## src/rtl/lsa_pkg.sv

```systemverilog
package lsa_pkg;

    // Transfer kinds, encoded {is_store, is_byte}
    typedef enum logic [1:0] {
        KIND_LOAD_WORD  = 2'b00,
        KIND_LOAD_BYTE  = 2'b01,
        KIND_STORE_WORD = 2'b10,
        KIND_STORE_BYTE = 2'b11
    } xfer_kind_e;

    function automatic xfer_kind_e decode_kind(input logic is_store, input logic is_byte);
        return xfer_kind_e'({is_store, is_byte});
    endfunction

    function automatic logic kind_is_store(input xfer_kind_e k);
        return (k == KIND_STORE_WORD) || (k == KIND_STORE_BYTE);
    endfunction

endpackage

```

## src/rtl/lsa_load_rotator.sv

```systemverilog
module lsa_load_rotator #(
    parameter int LANES  = 4,
    parameter int LANE_W = 8
) (
    input  logic [LANES*LANE_W-1:0]  bus_word,
    input  logic [$clog2(LANES)-1:0] ofs,
    input  logic                     byte_mode,
    output logic [LANES*LANE_W-1:0]  reg_word
);
    localparam int DATA_W = LANES * LANE_W;
    localparam int OFS_W  = $clog2(LANES);

    logic [DATA_W-1:0] rotated;

    // Lane i of the result takes bus lane (i + ofs) mod LANES: a right rotate by ofs lanes
    for (genvar i = 0; i < LANES; i++) begin : g_lane
        logic [OFS_W-1:0] src_idx;
        assign src_idx = OFS_W'(i) + ofs;
        assign rotated[i*LANE_W +: LANE_W] = bus_word[src_idx*LANE_W +: LANE_W];
    end

    // Byte mode keeps only the addressed lane, which the rotate has moved to lane 0
    always_comb begin
        if (byte_mode) begin
            reg_word = '0;
            reg_word[LANE_W-1:0] = rotated[LANE_W-1:0];
        end else begin
            reg_word = rotated;
        end
    end

endmodule

```

## src/rtl/lsa_store_replicator.sv

```systemverilog
module lsa_store_replicator #(
    parameter int LANES  = 4,
    parameter int LANE_W = 8
) (
    input  logic [LANES*LANE_W-1:0]  src_word,
    input  logic [$clog2(LANES)-1:0] ofs,
    input  logic                     byte_mode,
    output logic [LANES*LANE_W-1:0]  bus_word,
    output logic [LANES-1:0]         lane_en
);
    localparam int OFS_W = $clog2(LANES);

    for (genvar i = 0; i < LANES; i++) begin : g_lane
        assign bus_word[i*LANE_W +: LANE_W] = byte_mode ? src_word[LANE_W-1:0]
                                                        : src_word[i*LANE_W +: LANE_W];
        assign lane_en[i] = byte_mode ? (ofs == OFS_W'(i)) : 1'b1;
    end

endmodule

```

## src/rtl/lsa_aligner.sv

```systemverilog
module lsa_aligner #(
    parameter int LANES  = 4,
    parameter int LANE_W = 8
) (
    input  logic                          clk,
    input  logic                          rst_n,
    input  logic                          in_valid,
    input  logic                          in_is_store,
    input  logic                          in_is_byte,
    input  logic [$clog2(LANES)-1:0]      in_addr_lo,
    input  logic [LANES*LANE_W-1:0]       in_bus_rd,
    input  logic [LANES*LANE_W-1:0]       in_reg_src,
    output logic                          out_valid,
    output logic [LANES*LANE_W-1:0]       out_reg_dst,
    output logic [LANES*LANE_W-1:0]       out_bus_wr,
    output logic [LANES-1:0]              out_lane_en
);
    import lsa_pkg::*;

    localparam int DATA_W = LANES * LANE_W;

    xfer_kind_e        in_kind;
    xfer_kind_e        kind_q, kind_d;
    logic [DATA_W-1:0] ld_word, st_word;
    logic [LANES-1:0]  st_en;
    logic [DATA_W-1:0] dst_d, wr_d;
    logic [LANES-1:0]  en_d;

    assign in_kind = decode_kind(in_is_store, in_is_byte);

    lsa_load_rotator #(.LANES(LANES), .LANE_W(LANE_W)) u_load (
        .bus_word  (in_bus_rd),
        .ofs       (in_addr_lo),
        .byte_mode (in_is_byte),
        .reg_word  (ld_word)
    );

    lsa_store_replicator #(.LANES(LANES), .LANE_W(LANE_W)) u_store (
        .src_word  (in_reg_src),
        .ofs       (in_addr_lo),
        .byte_mode (in_is_byte),
        .bus_word  (st_word),
        .lane_en   (st_en)
    );

    // Next-value process: kind is held when no transfer is presented
    always_comb begin
        kind_d = kind_q;
        dst_d  = out_reg_dst;
        wr_d   = out_bus_wr;
        en_d   = out_lane_en;
        if (in_valid) begin
            kind_d = in_kind;
            unique case (in_kind)
                KIND_LOAD_WORD, KIND_LOAD_BYTE: begin
                    dst_d = ld_word;
                    wr_d  = '0;
                    en_d  = '0;
                end
                KIND_STORE_WORD, KIND_STORE_BYTE: begin
                    dst_d = '0;
                    wr_d  = st_word;
                    en_d  = st_en;
                end
            endcase
        end
    end

    // State register
    always_ff @(posedge clk or negedge rst_n) begin
        if (!rst_n) begin
            kind_q      <= KIND_LOAD_WORD;
            out_valid   <= 1'b0;
            out_reg_dst <= '0;
            out_bus_wr  <= '0;
            out_lane_en <= '0;
        end else begin
            kind_q      <= kind_d;
            out_valid   <= in_valid;
            out_reg_dst <= dst_d;
            out_bus_wr  <= wr_d;
            out_lane_en <= en_d;
        end
    end

    assert_valid_launch_R8: assert property (@(posedge clk) disable iff (!rst_n)
        in_valid |=> out_valid);

    assert_valid_drop_R8: assert property (@(posedge clk) disable iff (!rst_n)
        !in_valid |=> !out_valid);

    assert_idle_hold_R9: assert property (@(posedge clk) disable iff (!rst_n)
        !in_valid |=> ($stable(out_reg_dst) && $stable(out_bus_wr) && $stable(out_lane_en)));

    assert_byte_zext_R2: assert property (@(posedge clk) disable iff (!rst_n)
        (kind_q == KIND_LOAD_BYTE) |-> (out_reg_dst[DATA_W-1:LANE_W] == '0));

    assert_byte_lane_onehot_R5: assert property (@(posedge clk) disable iff (!rst_n)
        (kind_q == KIND_STORE_BYTE) |-> ($countones(out_lane_en) == 1));

    assert_word_store_R6: assert property (@(posedge clk) disable iff (!rst_n)
        (in_valid && in_is_store && !in_is_byte)
        |=> ((out_bus_wr == $past(in_reg_src)) && (&out_lane_en)));

    assert_load_quiet_R7: assert property (@(posedge clk) disable iff (!rst_n)
        !kind_is_store(kind_q) |-> ((out_bus_wr == '0) && (out_lane_en == '0)));

    assert_store_quiet_R7: assert property (@(posedge clk) disable iff (!rst_n)
        kind_is_store(kind_q) |-> (out_reg_dst == '0));

endmodule

```

## config.mk

```make
export PLATFORM = sky130hd
export DESIGN_NAME = lsa_aligner
export DESIGN_NICKNAME = d
export VERILOG_FILES = /design/src/rtl/lsa_pkg.sv /design/src/rtl/lsa_load_rotator.sv /design/src/rtl/lsa_store_replicator.sv /design/src/rtl/lsa_aligner.sv
export SDC_FILE = /design/constraint.sdc
export NUM_CORES = 1
export LEC_CHECK = 0
export BUFFER_PORTS_ARGS = -buffer_cell sky130_fd_sc_hd__buf_2
export CORE_AREA = 2 2 65 128
export CTS_CLUSTER_DIAMETER = 60
export DETAILED_ROUTE_END_ITERATION = 16
export DIE_AREA = 0 0 67 130
export PLACE_DENSITY_LB_ADDON = 0.1
export SETUP_SLACK_MARGIN = 0.5
export SYNTH_ARGS = -nofsm -noshare
export SYNTH_HDL_FRONTEND = slang
export SYNTH_SLANG_ARGS = --single-unit
```

## constraint.sdc

```tcl
create_clock -name clk -period 0.9 [get_ports clk]
set_input_delay 0 -clock clk [delete_from_list [all_inputs] [get_ports clk]]
set_output_delay 0 -clock clk [all_outputs]
set_load 0.05 [all_outputs]
```

=== Word-level counts from Yosys, hierarchy flattened ===
Cells that the tools add are included.
Widths: inputs -> output; s select.

* $add $sub $neg: 3
* Eq/ne operators: 6
* Shift operators: 4
* Muxes and demuxes: 11
* Reductions and logical operators: 4

{| class="wikitable"
|+ Operators with widths
! kind !! number
|-
| $pmux 32 s2 || 2
|-
| $shiftx 32x6->8 || 4
|-
| $mux 32 || 1
|-
| $mux 8 || 3
|-
| $eq 2x2->1 const B || 4
|-
| $pmux 4 s2 || 1
|-
| $add 2x2->2 const A || 2
|-
| $eq 2x1->1 const B || 2
|-
| $logic_not 2->1 || 2
|-
| $mux 1 || 4
|-
| $reduce_or 2->1 || 2
|-
| $add 1x2->2 const A || 1
|}

* Flip-flop bits (word level): 69
* Output and inout bits: 69
* Word-level logic and storage cells: 32

=== Longest topological paths before layout ===
* Depth in word-level cells: 4
* Gate-level depth with buffers: 9
* Gate-level depth less buffers: 4

=== By module ===
A second synthesis with hierarchy kept.

* Cells, all modules: 446
* Area total of the unflattened synthesis: 4057.6 µm²

{| class="wikitable"
|+ By module, submodules not included
! module !! times used !! cells each !! area each (µm²)
|-
| lsa_aligner || 1 || 295 || 2889.0
|-
| lsa_load_rotator || 1 || 77 || 724.4
|-
| lsa_store_replicator || 1 || 74 || 444.2
|}

=== Least setup slack after synthesis ===
OpenSTA, ideal clock, no wires.

* Path kind: input-to-reg
* Start point: input in_addr_lo[0]
* End point: register out_reg_dst[13]
* Data arrival time: 1.661 ns
* Data required time: 0.779 ns
* Slack: -0.882 ns
* Stages: 9
* Buffers on the path: 5
* Path through: buf_6 -> buf_8 -> buf_4 -> inv_1 -> ha_1 -> buf_2 -> buf_2 -> mux4_2 -> a22o_1

* Cells in the longest elaborated chain, start to end: 4

{| class="wikitable"
|+ Ends and longest elaborated chain
! element !! line !! text
|-
| start: declaration || lsa_aligner.sv:10 || <nowiki>input logic [$clog2(LANES)-1:0] in_addr_lo,</nowiki>
|-
| $add 1x2->2 || lsa_load_rotator.sv:18 || <nowiki>assign src_idx = OFS_W'(i) + ofs;</nowiki>
|-
| $shiftx 32x6->8 || lsa_load_rotator.sv:19 || <nowiki>assign rotated[i*LANE_W +: LANE_W] = bus_word[src_idx*LANE_W +: LANE_W];</nowiki>
|-
| $mux 32 || lsa_load_rotator.sv:24 || <nowiki>if (byte_mode) begin</nowiki>
|-
| $pmux 32 s2 || lsa_aligner.sv:54 || <nowiki>unique case (in_kind)</nowiki>
|-
| end signal: assignment || lsa_aligner.sv:80 || <nowiki>out_reg_dst <= dst_d;</nowiki>
|-
| end: declaration || lsa_aligner.sv:14 || <nowiki>output logic [LANES*LANE_W-1:0] out_reg_dst,</nowiki>
|}

Every way passes these cells.
A chain may end at the register's enable or synchronous reset.

=== Worst setup path after layout ===
* Start point: register out_bus_wr[4]
* End point: output out_bus_wr[4]

{| class="wikitable"
|+ RTL lines
! element !! line !! text
|-
| start: declaration || lsa_aligner.sv:15 || <nowiki>output logic [LANES*LANE_W-1:0] out_bus_wr,</nowiki>
|-
| start signal: assignment || lsa_aligner.sv:81 || <nowiki>out_bus_wr <= wr_d;</nowiki>
|}

No word-level cell between the ends.

==> reports/metrics.csv <==
metric;value;unit
status;finished with violations;
violations;negative hold slack, negative setup slack;
cp-end-kind;output port;
fin_crit;0.915;ns
r2r_start;out_reg_dst[18];
drt-total-wl;11.6;mm
fin_area;0.00644;mm²
firstDrtPassIters;4;
rr_endpoint;out_reg_dst[18];
dieArea;0.00871;mm²
initial_core_util;46.9;%
rsz0062_at_grt;true;
place_hpwl;7.21;mm
dp.cells;508;
cp_max_fo;2;
grt.total_usage;25.3;%
whs;-0.303;ns
fin_tns_setup;-0.155;ns
synthMuxAreaShare;25.8;%
clock_path_buffers;2;
relSlewSlack;77.5;%
stdcell_count;561;
leakage;2.89;nW
async_flop_share;100;%
fin_ws;-0.0153;ns
synth_nets;345;
period_share;102;%
die_w;67;µm
crit_path_start_kind;flop;
routedWlPerCell;20.7;µm
power_per_cell_area;1660;mW/mm²
cts_root_buffer;clkbuf_16;
port_buffers;139;
worst-r2r-cell-count;2;
synth-seq-cells;69;
clk_pin_slew;0.05;ns
synth_adder_area_share;1.36;%
synth_edf_count;0;
ir_worst_vdd;1.35;mV
path_delay_family;flip-flops;
synth_top_family_by_area;multiplexers;
rows;46;
crit_type;reg2out;
hold_viol;91;
fin_skew;0;ns
io_pins;140;
path_cells;buf_8;
viasPerCell;5.77;
hp-class;in2async;
cts_buffers;9;
synthXorXnorAreaFrac;0;%
grt_pass1_vias;3164;
synth_area;0.00367;mm²
ant_nets;0;
synth-warning-count;0;
place_congestion;0.828;
antenna_found_initial;1;
power.total;10.7;mW
seq_area_frac_synth;47.0;%
yosysUniqueCellTypes;25;
synth-simple-area-share;4.70;%
maxSlewViolCount;0;
finalNetCount;535;
r2r_slack;0.02;ns
fmax;1.09;GHz
die_h;130;µm
num_vias;3235;
tritoncts;done;
layout_common_cells;buf_2 (68), dfrtp_2 (68), buf_6 (63);
core;0.00783;mm²
final_layout_size_suffix_gt1_share;78.7;%
clock_sinks;69;
cpPeakStageDelay;0.43;ns
synth-compound-area-share;15.4;%
drtIter0Drc;192;
drc;0;
syn_inst;270;
avgSynthCellArea;13.6;µm²
tightest_slew;0.328;ns
drv_cap;0;
cpMaxStageDelayCell;dfrtp_2;
cp_num_buf_inv;1;
synth-main-ff-cell;dfrtp_1;
placed_area;0.00478;mm²
clock_latency;0.32;ns
area_growth;75.2;%
grt_pass1_wl;16.5;mm
grt_max_degree;70;
required;0.90;ns
cp.arrival;0.92;ns
setup_violations;32;
h-tree-depth;3;
grt_overflow_total;0;
[power breakdown]
part / leakage, nW / internal, mW / switching [mW]
combinational: 1.93 / 1.64 / 1.85
sequential: 0.811 / 3.41 / 0.260
clock: 0.143 / 2.28 / 1.21
total: 2.89 / 7.33 / 3.32
[worst max-delay path by stage]
stage	start	to	cells past startpoint
3_3_place_gp	in_addr_lo[0]	out_reg_dst[29]	6
5_1_grt	out_bus_wr[4]	out_bus_wr[4]	1
4_1_cts	out_reg_dst[23]	out_reg_dst[23]	1
2_1_floorplan	in_addr_lo[0]	out_reg_dst[31]	8
3_5_place_dp	in_addr_lo[0]	out_reg_dst[31]	5
6_report	out_bus_wr[4]	out_bus_wr[4]	1
[worst register-to-register path: stages (launching register included)]
cell and delay [ns]:
dfrtp_2 0.42, buf_4 0.14, a22o_1 0.21
[synthesized netlist by cell type, types with 2 or more instances]
| cell type | number | share of area [%] |
|---|---|---|
| dfrtp_1 | 69 | 47 |
| mux2i_1 | 40 | 11 |
| a22o_1 | 24 | 5.7 |
| o2bb2ai_1 | 24 | 5.7 |
| mux4_2 | 22 | 13 |
| nand2b_1 | 12 | 2.0 |
| inv_1 | 11 | 1.1 |
| clkbuf_1 | 9 | 0.92 |
| buf_2 | 8 | 1.1 |
| nand3_1 | 8 | 1.1 |
| o21ai_0 | 8 | 1.1 |
| o221ai_1 | 8 | 1.9 |
| a31o_2 | 4 | 0.95 |
| ha_1 | 4 | 1.4 |
| nor2b_1 | 4 | 0.68 |
| buf_4 | 3 | 0.61 |
| buf_1 | 2 | 0.20 |
| buf_12 | 2 | 1.1 |
| mux4_1 | 2 | 1.4 |
[state kept, by name (all words and copies together), names as in the netlist]
signal	count
out_bus_wr	32
out_lane_en	4
out_valid	1
out_reg_dst	32
[cell type report]
type | count | area, µm²
Clock buffer | 14 | 264
Fill cell | 444 | 1390
Inverter | 11 | 51.3
Timing Repair Buffer | 205 | 2040
Clock inverter | 1 | 30.0
Sequential cell | 69 | 1810
Multi-Input combinational cell | 164 | 2120
Antenna cell | 1 | 2.50
Tap cell | 96 | 120
[metal layers]
layer | GRT usage, % | wire length, µm | vias up | share of wire [%]
met5 | 0 | 0 | - | 0
met1 | 33.5 | 4650 | 1631 | 40
met4 | 8.76 | 339 | 0 | 2.9
li1 | - | - | 1438 | -
met2 | 40.8 | 6020 | 142 | 52
met3 | 5.60 | 620 | 24 | 5.3
[timing repair]
item | in CTS | in global routing
resized for setup | 192 | 80
gates cloned | 0 | 2
pin swaps | 3 | 10
endpoints found under the hold margin | 101 | 92
setup endpoints to repair | 137 | 137
setup buffers | 14 | 21
[per-stage QoR]
stage	setup slack, ns	utilization [%]
after CTS	-0.00636	74.2
after detailed placement	-0.437	61.0
final	-0.0153	82.3
after global routing	-0.0365	82.3
after global placement	-0.393	61.0
after floorplan	-0.634	-
[kinds of logic (layout without fill, tap and decap cells)]
| group | after synthesis | count (layout) |
|---|---|---|
| other | 0 | 1 |
| adder cells (fa/ha/maj) | 4 | 4 |
| flip-flops | 69 | 69 |
| buffers and inverters | 37 | 231 |
| AO/OA/AOI/OAI | 68 | 68 |
| AND/OR/NAND/NOR | 28 | 28 |
| multiplexers | 64 | 64 |
Note: power is estimated with default switching activity, not from simulation.
